==> src/rtl/integ_seq_pkg.sv <==
package integ_seq_pkg;

  typedef enum logic [1:0] {
    ST_IDLE = 2'd0,
    ST_RUN  = 2'd1,
    ST_FIN  = 2'd2
  } seqState_t;

  // strobes from control to datapath, valid for one clock
  typedef struct packed {
    logic clrAll;
    logic slotGo;
    logic sampleCmp;
    logic balSlot;
    logic chosenSlot;
    logic chosenFirst;
    logic tailSlot;
    logic finish;
  } ctrlStrobes_t;

endpackage

==> src/rtl/integ_seq_ctrl.sv <==
module integ_seq_ctrl
  import integ_seq_pkg::*;
#(
  parameter int FIRST_LEN = 16,
  parameter int NORM_LEN  = 32,
  parameter int NUM_NORM  = 8,
  parameter int TAIL_LEN  = 3
) (
  input  logic         clk,
  input  logic         rst,
  input  logic         tick,
  input  logic         start,
  output ctrlStrobes_t strb,
  output logic         running
);

  localparam int LAST_IV = NUM_NORM + 1;
  localparam int IW      = $clog2(LAST_IV + 1);
  localparam int SW      = $clog2(NORM_LEN + TAIL_LEN + 1);
  localparam logic [SW-1:0] FIRST_L  = SW'(FIRST_LEN);
  localparam logic [SW-1:0] NORM_L   = SW'(NORM_LEN);
  localparam logic [SW-1:0] FINAL_L  = SW'(NORM_LEN + TAIL_LEN);
  localparam logic [IW-1:0] LAST_IDX = IW'(LAST_IV);

  seqState_t     state;
  logic [IW-1:0] ivIdx;
  logic [SW-1:0] slotIdx;
  logic [SW-1:0] curLen;
  logic [SW-1:0] chosenEnd;
  logic [SW-1:0] tailOfs;
  logic          lastIv;
  logic          lastSlot;

  always_comb begin
    lastIv = (ivIdx == LAST_IDX);
    if (ivIdx == '0)   curLen = FIRST_L;
    else if (lastIv)   curLen = FINAL_L;
    else               curLen = NORM_L;
    chosenEnd = lastIv ? NORM_L : curLen;
    lastSlot  = (slotIdx == curLen - SW'(1));
    tailOfs   = slotIdx - NORM_L;
  end

  always_comb begin
    strb = '0;
    strb.clrAll = (state == ST_IDLE) && start;
    if (state == ST_RUN && tick) begin
      strb.slotGo      = 1'b1;
      strb.sampleCmp   = (slotIdx == '0);
      strb.balSlot     = (slotIdx == SW'(1));
      strb.chosenSlot  = (slotIdx >= SW'(2)) && (slotIdx < chosenEnd);
      strb.chosenFirst = (slotIdx == SW'(2));
      strb.tailSlot    = lastIv && (slotIdx >= NORM_L) && !tailOfs[0];
    end else if (state == ST_FIN && tick) begin
      strb.slotGo = 1'b1;
      strb.finish = 1'b1;
    end
  end

  always_ff @(posedge clk) begin
    if (rst) begin
      state   <= ST_IDLE;
      ivIdx   <= '0;
      slotIdx <= '0;
    end else begin
      case (state)
        ST_IDLE: if (start) begin
          state   <= ST_RUN;
          ivIdx   <= '0;
          slotIdx <= '0;
        end
        ST_RUN: if (tick) begin
          if (lastSlot) begin
            slotIdx <= '0;
            if (lastIv) state <= ST_FIN;
            else        ivIdx <= ivIdx + IW'(1);
          end else begin
            slotIdx <= slotIdx + SW'(1);
          end
        end
        ST_FIN: if (tick) state <= ST_IDLE;
        default: state <= ST_IDLE;
      endcase
    end
  end

  assign running = (state != ST_IDLE);

  AST_START_ENTERS_RUN: assert property (@(posedge clk) disable iff (rst)
    (state == ST_IDLE && start) |=> (state == ST_RUN && slotIdx == '0 && ivIdx == '0));
  AST_RUN_HOLDS_NO_TICK: assert property (@(posedge clk) disable iff (rst)
    (state == ST_RUN && !tick) |=> (state == ST_RUN && $stable(slotIdx) && $stable(ivIdx)));

endmodule

==> src/rtl/integ_seq_datapath.sv <==
module integ_seq_datapath
  import integ_seq_pkg::*;
#(
  parameter int CNT_W = 10,
  parameter int PUL_W = 6
) (
  input  logic             clk,
  input  logic             rst,
  input  ctrlStrobes_t     strb,
  input  logic             cmp,
  output logic             posRef,
  output logic             negRef,
  output logic             done,
  output logic [CNT_W-1:0] posCnt,
  output logic [CNT_W-1:0] negCnt,
  output logic [PUL_W-1:0] posPul,
  output logic [PUL_W-1:0] negPul,
  output logic             imbal
);

  logic cmpHeld;
  logic pulEqual;
  logic posLags;
  logic balPos;
  logic nextPos;
  logic nextNeg;
  logic newPulse;

  always_comb begin
    pulEqual = (posPul == negPul);
    posLags  = (posPul < negPul);
    // tie: go against the comparator choice so the interval stays even
    balPos   = posLags || (pulEqual && !cmpHeld);
    nextPos  = 1'b0;
    nextNeg  = 1'b0;
    newPulse = 1'b0;
    if (strb.balSlot) begin
      nextPos  = balPos;
      nextNeg  = !balPos;
      newPulse = 1'b1;
    end else if (strb.chosenSlot) begin
      nextPos  = cmpHeld;
      nextNeg  = !cmpHeld;
      newPulse = strb.chosenFirst;
    end else if (strb.tailSlot && !pulEqual) begin
      nextPos  = posLags;
      nextNeg  = !posLags;
      newPulse = 1'b1;
    end
  end

  always_ff @(posedge clk) begin
    if (rst) begin
      cmpHeld <= 1'b0;
      posRef  <= 1'b0;
      negRef  <= 1'b0;
      done    <= 1'b0;
      posCnt  <= '0;
      negCnt  <= '0;
      posPul  <= '0;
      negPul  <= '0;
      imbal   <= 1'b0;
    end else begin
      done <= strb.finish;
      if (strb.clrAll) begin
        posCnt <= '0;
        negCnt <= '0;
        posPul <= '0;
        negPul <= '0;
        imbal  <= 1'b0;
      end
      if (strb.sampleCmp) cmpHeld <= cmp;
      if (strb.slotGo) begin
        posRef <= nextPos;
        negRef <= nextNeg;
        if (nextPos) posCnt <= posCnt + CNT_W'(1);
        if (nextNeg) negCnt <= negCnt + CNT_W'(1);
        if (newPulse && nextPos) posPul <= posPul + PUL_W'(1);
        if (newPulse && nextNeg) negPul <= negPul + PUL_W'(1);
      end
      if (strb.finish) imbal <= !pulEqual;
    end
  end

  AST_REFS_EXCLUSIVE: assert property (@(posedge clk) disable iff (rst)
    !(posRef && negRef));
  AST_REFS_HOLD_NO_TICK: assert property (@(posedge clk) disable iff (rst)
    !strb.slotGo |=> ($stable(posRef) && $stable(negRef)));
  AST_DONE_PULSE: assert property (@(posedge clk) disable iff (rst)
    done |=> !done);
  AST_BALANCED_AT_DONE: assert property (@(posedge clk) disable iff (rst)
    done |-> (posPul == negPul && !imbal));
  AST_INPUT_ONLY_SLOT: assert property (@(posedge clk) disable iff (rst)
    strb.sampleCmp |=> (!posRef && !negRef));

endmodule

==> src/rtl/integ_phase_seq.sv <==
module integ_phase_seq
  import integ_seq_pkg::*;
#(
  parameter int FIRST_LEN = 16,
  parameter int NORM_LEN  = 32,
  parameter int NUM_NORM  = 8,
  parameter int TAIL_LEN  = 3,
  parameter int CNT_W     = 10,
  parameter int PUL_W     = 6
) (
  input  logic             clk,
  input  logic             rst,
  input  logic             tick,
  input  logic             start,
  input  logic             cmp,
  output logic             posRefEn,
  output logic             negRefEn,
  output logic             intEn,
  output logic             azEn,
  output logic             deintRefEn,
  output logic             done,
  output logic [CNT_W-1:0] posCounts,
  output logic [CNT_W-1:0] negCounts,
  output logic [PUL_W-1:0] posPulses,
  output logic [PUL_W-1:0] negPulses,
  output logic             imbalance
);

  ctrlStrobes_t strb;

  integ_seq_ctrl #(
    .FIRST_LEN(FIRST_LEN), .NORM_LEN(NORM_LEN),
    .NUM_NORM(NUM_NORM), .TAIL_LEN(TAIL_LEN)
  ) uCtrl (
    .clk(clk), .rst(rst), .tick(tick), .start(start),
    .strb(strb), .running(intEn)
  );

  integ_seq_datapath #(.CNT_W(CNT_W), .PUL_W(PUL_W)) uDp (
    .clk(clk), .rst(rst), .strb(strb), .cmp(cmp),
    .posRef(posRefEn), .negRef(negRefEn), .done(done),
    .posCnt(posCounts), .negCnt(negCounts),
    .posPul(posPulses), .negPul(negPulses), .imbal(imbalance)
  );

  assign azEn       = 1'b0;
  assign deintRefEn = 1'b0;

  AST_IDLE_REFS_OFF: assert property (@(posedge clk) disable iff (rst)
    !intEn |-> (!posRefEn && !negRefEn));
  AST_DONE_ENDS_RUN: assert property (@(posedge clk) disable iff (rst)
    done |-> !intEn);

endmodule

==> config.mk <==
export PLATFORM = sky130hd
export DESIGN_NAME = integ_phase_seq
export DESIGN_NICKNAME = d
export VERILOG_FILES = /design/src/rtl/integ_seq_pkg.sv /design/src/rtl/integ_seq_ctrl.sv /design/src/rtl/integ_seq_datapath.sv /design/src/rtl/integ_phase_seq.sv
export SDC_FILE = /design/constraint.sdc
export NUM_CORES = 1
export LEC_CHECK = 0
export ABC_CLOCK_PERIOD_IN_PS = 7850
export BUFFER_PORTS_ARGS = -buffer_cell sky130_fd_sc_hd__buf_4
export CAP_MARGIN = 20
export CELL_PAD_IN_SITES_DETAIL_PLACEMENT = 1
export CELL_PAD_IN_SITES_GLOBAL_PLACEMENT = 2
export CORE_MARGIN = 2
export CORE_UTILIZATION = 25
export DETAILED_ROUTE_END_ITERATION = 12
export PLACE_DENSITY_LB_ADDON = 0.15
export SLEW_MARGIN = 40
export SYNTH_ARGS = -nofsm -noshare
export SYNTH_HDL_FRONTEND = slang
export SYNTH_SLANG_ARGS = --single-unit
==> constraint.sdc <==
create_clock -name clk -period 7.85 [get_ports clk]
set_clock_uncertainty 0.15 [all_clocks]
set_input_delay 1.57 -clock clk [delete_from_list [all_inputs] [get_ports clk]]
set_output_delay 1.57 -clock clk [all_outputs]
set_load 0.01 [all_outputs]
# Yosys cells after proc, flatten, opt, wreduce, memory -nomap -nowiden
# Cells that the tools add are included.
dict set report totals {
  ff_bits 49
  input_bits 5
}
dict set report classes {
  n_addsub 8
  magnitude_cmp 4
  n_eq_ne 13
  mux 45
  n_reduce_logical 25
}
# cell count
set ops {}
lappend ops {{$mux 6} 11}
lappend ops {{$mux 10} 6}
lappend ops {{$add 10x1->10 const B} 2}
lappend ops {{$add 6x1->6 const B} 3}
lappend ops {{$mux 4} 4}
lappend ops {{$mux 1} 14}
lappend ops {{$eq 6x6->1} 2}
lappend ops {{$lt 6x6->1} 2}
lappend ops {{$mux 2} 6}
lappend ops {{$pmux 6 s2} 1}
lappend ops {{$logic_and 1x1->1} 10}
lappend ops {{$reduce_and 5->1} 2}
lappend ops {{$ne 2x2->1 const B} 4}
lappend ops {{$pmux 4 s2} 1}
lappend ops {{$eq 6x1->1 const B} 1}
lappend ops {{$eq 6x2->1 const B} 1}
lappend ops {{$ge 6x2->1 const B} 1}
lappend ops {{$ge 6x6->1 const B} 1}
lappend ops {{$logic_not 6->1} 1}
lappend ops {{$pmux 2 s3} 1}
lappend ops {{$reduce_bool 2->1} 3}
lappend ops {{$sub 6x1->6 const B} 1}
lappend ops {{$logic_not 1->1} 5}
lappend ops {{$mux 5} 1}
lappend ops {{other kinds (10)} 11}

# Logic depth before layout (Yosys ltp)
dict set report logic_depth {
  word_depth 14
  depth_mapped 13
  depth_no_buf 11
}

# Hierarchy
# Synthesis repeated with hierarchy kept, for this count alone.
dict set report hier_totals {
  cells_unflattened 357
  area_unflattened_um2 3072.9
}
# mod n_inst cells_per_inst area_per_inst_um2 seq_area_each_um2
set modules_own_cells {}
lappend modules_own_cells {integ_seq_datapath 1 248 2143.3 740.7}
lappend modules_own_cells {integ_seq_ctrl 1 106 910.9 240.2}
lappend modules_own_cells {integ_phase_seq 1 3 18.8 0.0}

# Worst setup path before layout
# Ideal clock, no wire load.
dict set report synth_timing {
  path_kind {input to register}
  start {in tick}
  end {reg uDp.posPul[0]}
  setup_ps 121
  t_arrival_ps 3087
  t_required_ps 7579
  setup_slack_ps 4492
  cell_stages 7
  path_cell_list {and3b_1 > nand2_1 > nor4_2 > o2bb2ai_1 > or2_0 > clkbuf_1 > mux2_2}
}
dict set report synth_via {
  elab_chain_cells 9
  word_cells_on_any_way 15
  cone_classes {11 x mux; 4 x reduce/logical}
}
# element line_no
set synth_rtl {}
lappend synth_rtl {{from (decl)} integ_phase_seq.sv:13} ;# input logic tick,
lappend synth_rtl {{$logic_and 1x1->1} integ_seq_ctrl.sv:47} ;# if (state == ST_RUN && tick) begin
lappend synth_rtl {{$mux 5} integ_seq_ctrl.sv:47}
lappend synth_rtl {{$logic_and 1x1->1} integ_seq_datapath.sv:45} ;# end else if (strb.tailSlot && !pulEqual) begin
lappend synth_rtl {{$mux 1} integ_seq_datapath.sv:45}
lappend synth_rtl {{$mux 1} integ_seq_datapath.sv:41} ;# end else if (strb.chosenSlot) begin
lappend synth_rtl {{$mux 1} integ_seq_datapath.sv:37} ;# if (strb.balSlot) begin
lappend synth_rtl {{$logic_and 1x1->1} integ_seq_datapath.sv:78} ;# if (newPulse && nextPos) posPul <= posPul + PUL_W'(1);
lappend synth_rtl {{$mux 6} integ_seq_datapath.sv:78}
lappend synth_rtl {{$mux 6 (*)} integ_seq_datapath.sv:73} ;# if (strb.slotGo) begin
lappend synth_rtl {{to (signal assigned)} integ_seq_datapath.sv:78}
lappend synth_rtl {{to (decl)} integ_seq_datapath.sv:16} ;# output logic [PUL_W-1:0] posPul,
# Every way passes the cells marked *; elsewhere a longest branch is shown, timed or not.
# A chain may end at the register's enable or synchronous reset.

# Final worst setup path
dict set report layout_timing {
  start {reg uCtrl.ivIdx[0]}
  end {reg uDp.negCnt[9]}
}
dict set report layout_via {
  elab_chain_cells 11
  word_cells_on_any_way 16
  cone_classes {1 x order compare; 1 x eq/ne; 9 x mux; 5 x reduce/logical}
}
# element line_no
set layout_rtl {}
lappend layout_rtl {{from (decl)} integ_seq_ctrl.sv:26} ;# logic [IW-1:0] ivIdx;
lappend layout_rtl {{from (signal assigned)} integ_seq_ctrl.sv:76} ;# else ivIdx <= ivIdx + IW'(1);
lappend layout_rtl {{$eq 4x4->1} integ_seq_ctrl.sv:35} ;# lastIv = (ivIdx == LAST_IDX);
lappend layout_rtl {{$mux 2} integ_seq_ctrl.sv:37} ;# else if (lastIv) curLen = FINAL_L;
lappend layout_rtl {{$mux 6} integ_seq_ctrl.sv:36} ;# if (ivIdx == '0) curLen = FIRST_L;
lappend layout_rtl {{$mux 6} integ_seq_ctrl.sv:39} ;# chosenEnd = lastIv ? NORM_L : curLen;
lappend layout_rtl {{$lt 6x6->1} integ_seq_ctrl.sv:51} ;# strb.chosenSlot = (slotIdx >= SW'(2)) && (slotIdx < chosenEnd);
lappend layout_rtl {{$logic_and 1x1->1} integ_seq_ctrl.sv:51}
lappend layout_rtl {{$mux 5 (*)} integ_seq_ctrl.sv:47}
lappend layout_rtl {{$mux 1 (*)} integ_seq_datapath.sv:41}
lappend layout_rtl {{$mux 1 (*)} integ_seq_datapath.sv:37}
lappend layout_rtl {{$mux 10 (*)} integ_seq_datapath.sv:77} ;# if (nextNeg) negCnt <= negCnt + CNT_W'(1);
lappend layout_rtl {{$mux 10 (*)} integ_seq_datapath.sv:73}
lappend layout_rtl {{to (signal assigned)} integ_seq_datapath.sv:77}
lappend layout_rtl {{to (decl)} integ_seq_datapath.sv:15} ;# output logic [CNT_W-1:0] negCnt,
# Marked as above.

==> impl_results.md <==
- Final Max Slew Viols: 0
- Tcrit/Tclk final: a little under half
- RR Startpoint: uCtrl.ivIdx[0]
- Hold path startpoint: uDp.negCnt[9]
- Final #Nets: 429
- Setup CP Type: register to register
- CTS H-tree depth: 2
- Pin count of the biggest net entering global routing: 45
- Worst-margin pin slew: 0.759 ns
- Grt total ovfl: 0
- Netlist cell types: 60
- Final ANT Viol Nets: 0
- Crit-path cells: inv_1 -> ha_1 -> or3b_2 -> inv_2 -> ha_1 -> a21oi_1 -> o21ai_1 -> a211oi_1 -> nand2_1 -> a2111oi_4 -> mux2i_1
- Synth top cells by count: dfxtp_1, nand2_1, nor2_1
- Via count: 2,825
- Post-route setup TNS: 0 ns
- Postcts setup bufs: 0
- Pre-antenna DRT Iters: 4
- Ratio of cells with drive above 1 in the final layout: 17.8%
- Hold slack: 0.334 ns
- Antenna diodes: 0
- IO Port Bufs: 41
- Max Cap Viol: 0
- Non-Filler Instances: 552
- # resized after CTS: 0
- Arrival time worst endpoint: 3.78 ns
- Kind of cell adding the most delay to the critical path: compound AO/OA/AOI/OAI gates
- Initial antenna violation count: 0
- Placed insts: 545
- Critical path endpoint category: register
- Die area: 13,300 µm²
- Final HPWL DP: 6650 µm
- Ys flop type: dfxtp_1
- Post-route cell area: 3670 µm²
- R2R cell count: 11
- Clock sink count: 49
- Synth area leader: dfxtp_1
- Syn avg cell area: 8.23 µm²
- Worst Hold Class: register to register
- Peak Freq: around 0.27 GHz
- Pwr/cell area: 147 nW/µm²
- Max clock buf depth: 2
- Final setup viols: 0
- R2r setup slk: roughly 4.1 ns
- Hold buffer count at CTS: 0
- Hold Crit Depth: 2
- Post-synthesis sequential area ratio: 31.8%
- Instance count on the critical path: 11
- Num rows: 40
- Period minus WS final: about 3.7 ns
- CTS clock-pin slew for the worst setup and hold paths: 0.07 ns
- Critical Path RT: between 7 and 8 ns
- CTS buffer count: 5
- Final Core Density: a little under a third
- Critical path's slowest cell: a211oi_1
- Width of the die: 115 µm
- Worst hold endpoint: uDp.negCnt[9]
- Routability cong.: 0.765
- Worst Setup Start Kind: register
- Buf+Inv Stages, Crit Path: 2
- DR WL/cell: 16.3 µm
- Chip height: 115 µm
- Unrepaired setup endpoints after global routing: no
- Final Hold Vio Count: 0
- Yosys reg bits: 49
- Synth top area cells: dfxtp_1, ha_1, nand2_1
- Worst vdd ir: 0.0000871 V
- DR iter-0 viols: 114
- Outcome: completed
- Slew Limit Headroom: approximately 49%
- Worst-path fanout max: 9
- First-pass GRT wire length: 15,100 µm
- Post-synth top area share: a little under a third
- Vias in the first global route: 2,919
- Leak: approximately 0.0015 µW
- Initial core utilization: 25.7%
- Vias per cell: 5.12
- Crit path largest cell delay: 0.67 ns
- Dpl cell area: ~3500 µm²
- Number of synthesized flops with an enable pin: 0
- Residual DRC: 0
- CP dominant cell by count: ha_1
- Core ar.: 12,000 µm²
- Syn. warnings: 0
- Synth Instances: 375
- Worst r2r dst: uDp.negCnt[9]
- Final wirelength: approximately 9000 µm
- I/O Pins: 44
- Layout area overhead: 18.8%
- Global Route Usage Sum: around 14%
- CTS tree: yes
- Synthesized area: 3090 µm²
- Clock latency on the worst-skew pair: between 0.2 and 0.3 ns
- Root buf cell: clkbuf_16
- Asr flop ratio synth: 0%
- Most frequent cell after synthesis: dfxtp_1
[metal layers]
metal,global-route usage [%],wire length (µm),vias to the layer above
li1,-,-,1424
met1,19.5,4430,1358
met2,24.1,4270,38
met3,2.00,234,5
met4,3.13,69,0
met5,0,0,-
[power breakdown]
group,switching [µW],internal (µW)
logic,26.4,13.6
registers,4.36,251
clock network,96.1,148
[cell type report]
| class | instances | area (µm²) |
|---|---|---|
| fill | 1438 | 8340 |
| multi-input combinational | 291 | 1970 |
| sequential | 49 | 981 |
| timing repair buffer | 43 | 323 |
| tap | 147 | 184 |
| clock buffer | 5 | 125 |
| inverter | 15 | 56.3 |
| clock inverter | 2 | 35.0 |
[worst max path at each step]
| stage | from | endpoint | slack, ns |
|---|---|---|---|
| CTS | uCtrl.ivIdx[0] | uDp.negCnt[9] | 4.19 |
| global placement | tick | uDp.posCnt[7] | 3.91 |
| floorplan | tick | uDp.posPul[0] | 4.49 |
| finish | uCtrl.ivIdx[0] | uDp.negCnt[9] | 4.15 |
| global route | uCtrl.ivIdx[0] | uDp.negCnt[9] | 3.86 |
| detailed placement | tick | uDp.posPul[0] | 3.93 |
[through the flow]
step | setup slack [ns] | power, µW
2_1_floorplan | 4.49 | 287
3_3_place_gp | 3.91 | 301
3_5_place_dp | 3.93 | 301
4_1_cts | 4.19 | 551
5_1_grt | 3.86 | 564
6_report | 4.15 | 539
[logic make-up (layout without fill, tap and decap cells)]
group | after synthesis | in the layout | share of synthesized area [%]
and+or+nand+nor | 165 | 165 | 30.3
DFF | 49 | 49 | 31.8
xor gates and xnor gates | 7 | 7 | 1.99
adders and majority gates | 19 | 19 | 7.70
other | 2 | 3 | 0.243
AOI/OAI and AO/OA | 85 | 85 | 18.9
muxes | 12 | 12 | 3.93
buffers and inverters | 36 | 65 | 5.10
[state kept, by name, summed over array words and instances (netlist names), 2 cells and up]
name / flops
uDp.negCnt: 10
uCtrl.slotIdx: 6
uCtrl.state: 2
uDp.posCnt: 10
uDp.negPul: 6
uCtrl.ivIdx: 4
uDp.posPul: 6
[cell usage in the layout, fill, tap and decap left out, types with 3 or more instances in the layout]
cell       synthesis  layout
nand2_1           34      34
nor2b_1            5       5
ha_1              19      19
nor3_1            10      10
nor3b_1            8       8
nand2b_1          10      10
and3_1            11      11
xor2_1             3       3
xnor2_1            4       4
inv_1             14      14
or3_1              3       3
buf_4              3      43
clkbuf_16          0       5
o21ai_0           20      20
a21o_1            11      11
or2_2             10      10
nor2_1            23      23
and4_1             3       3
nand4_1           10      10
nand3_1           16      16
a21oi_1           17      16
nand3b_1           4       4
a221oi_1           7       7
mux2i_1           11      11
a211oi_1           4       4
dfxtp_1           49      49
o22ai_1            5       5
conb_1             2       3
[tightest hold or removal path: stages (launching register included)]
cell     delay [ns]
dfxtp_1        0.32
nand2_1        0.06
mux2i_1        0.05
No activity file was read; power rests on OpenSTA's default activity.
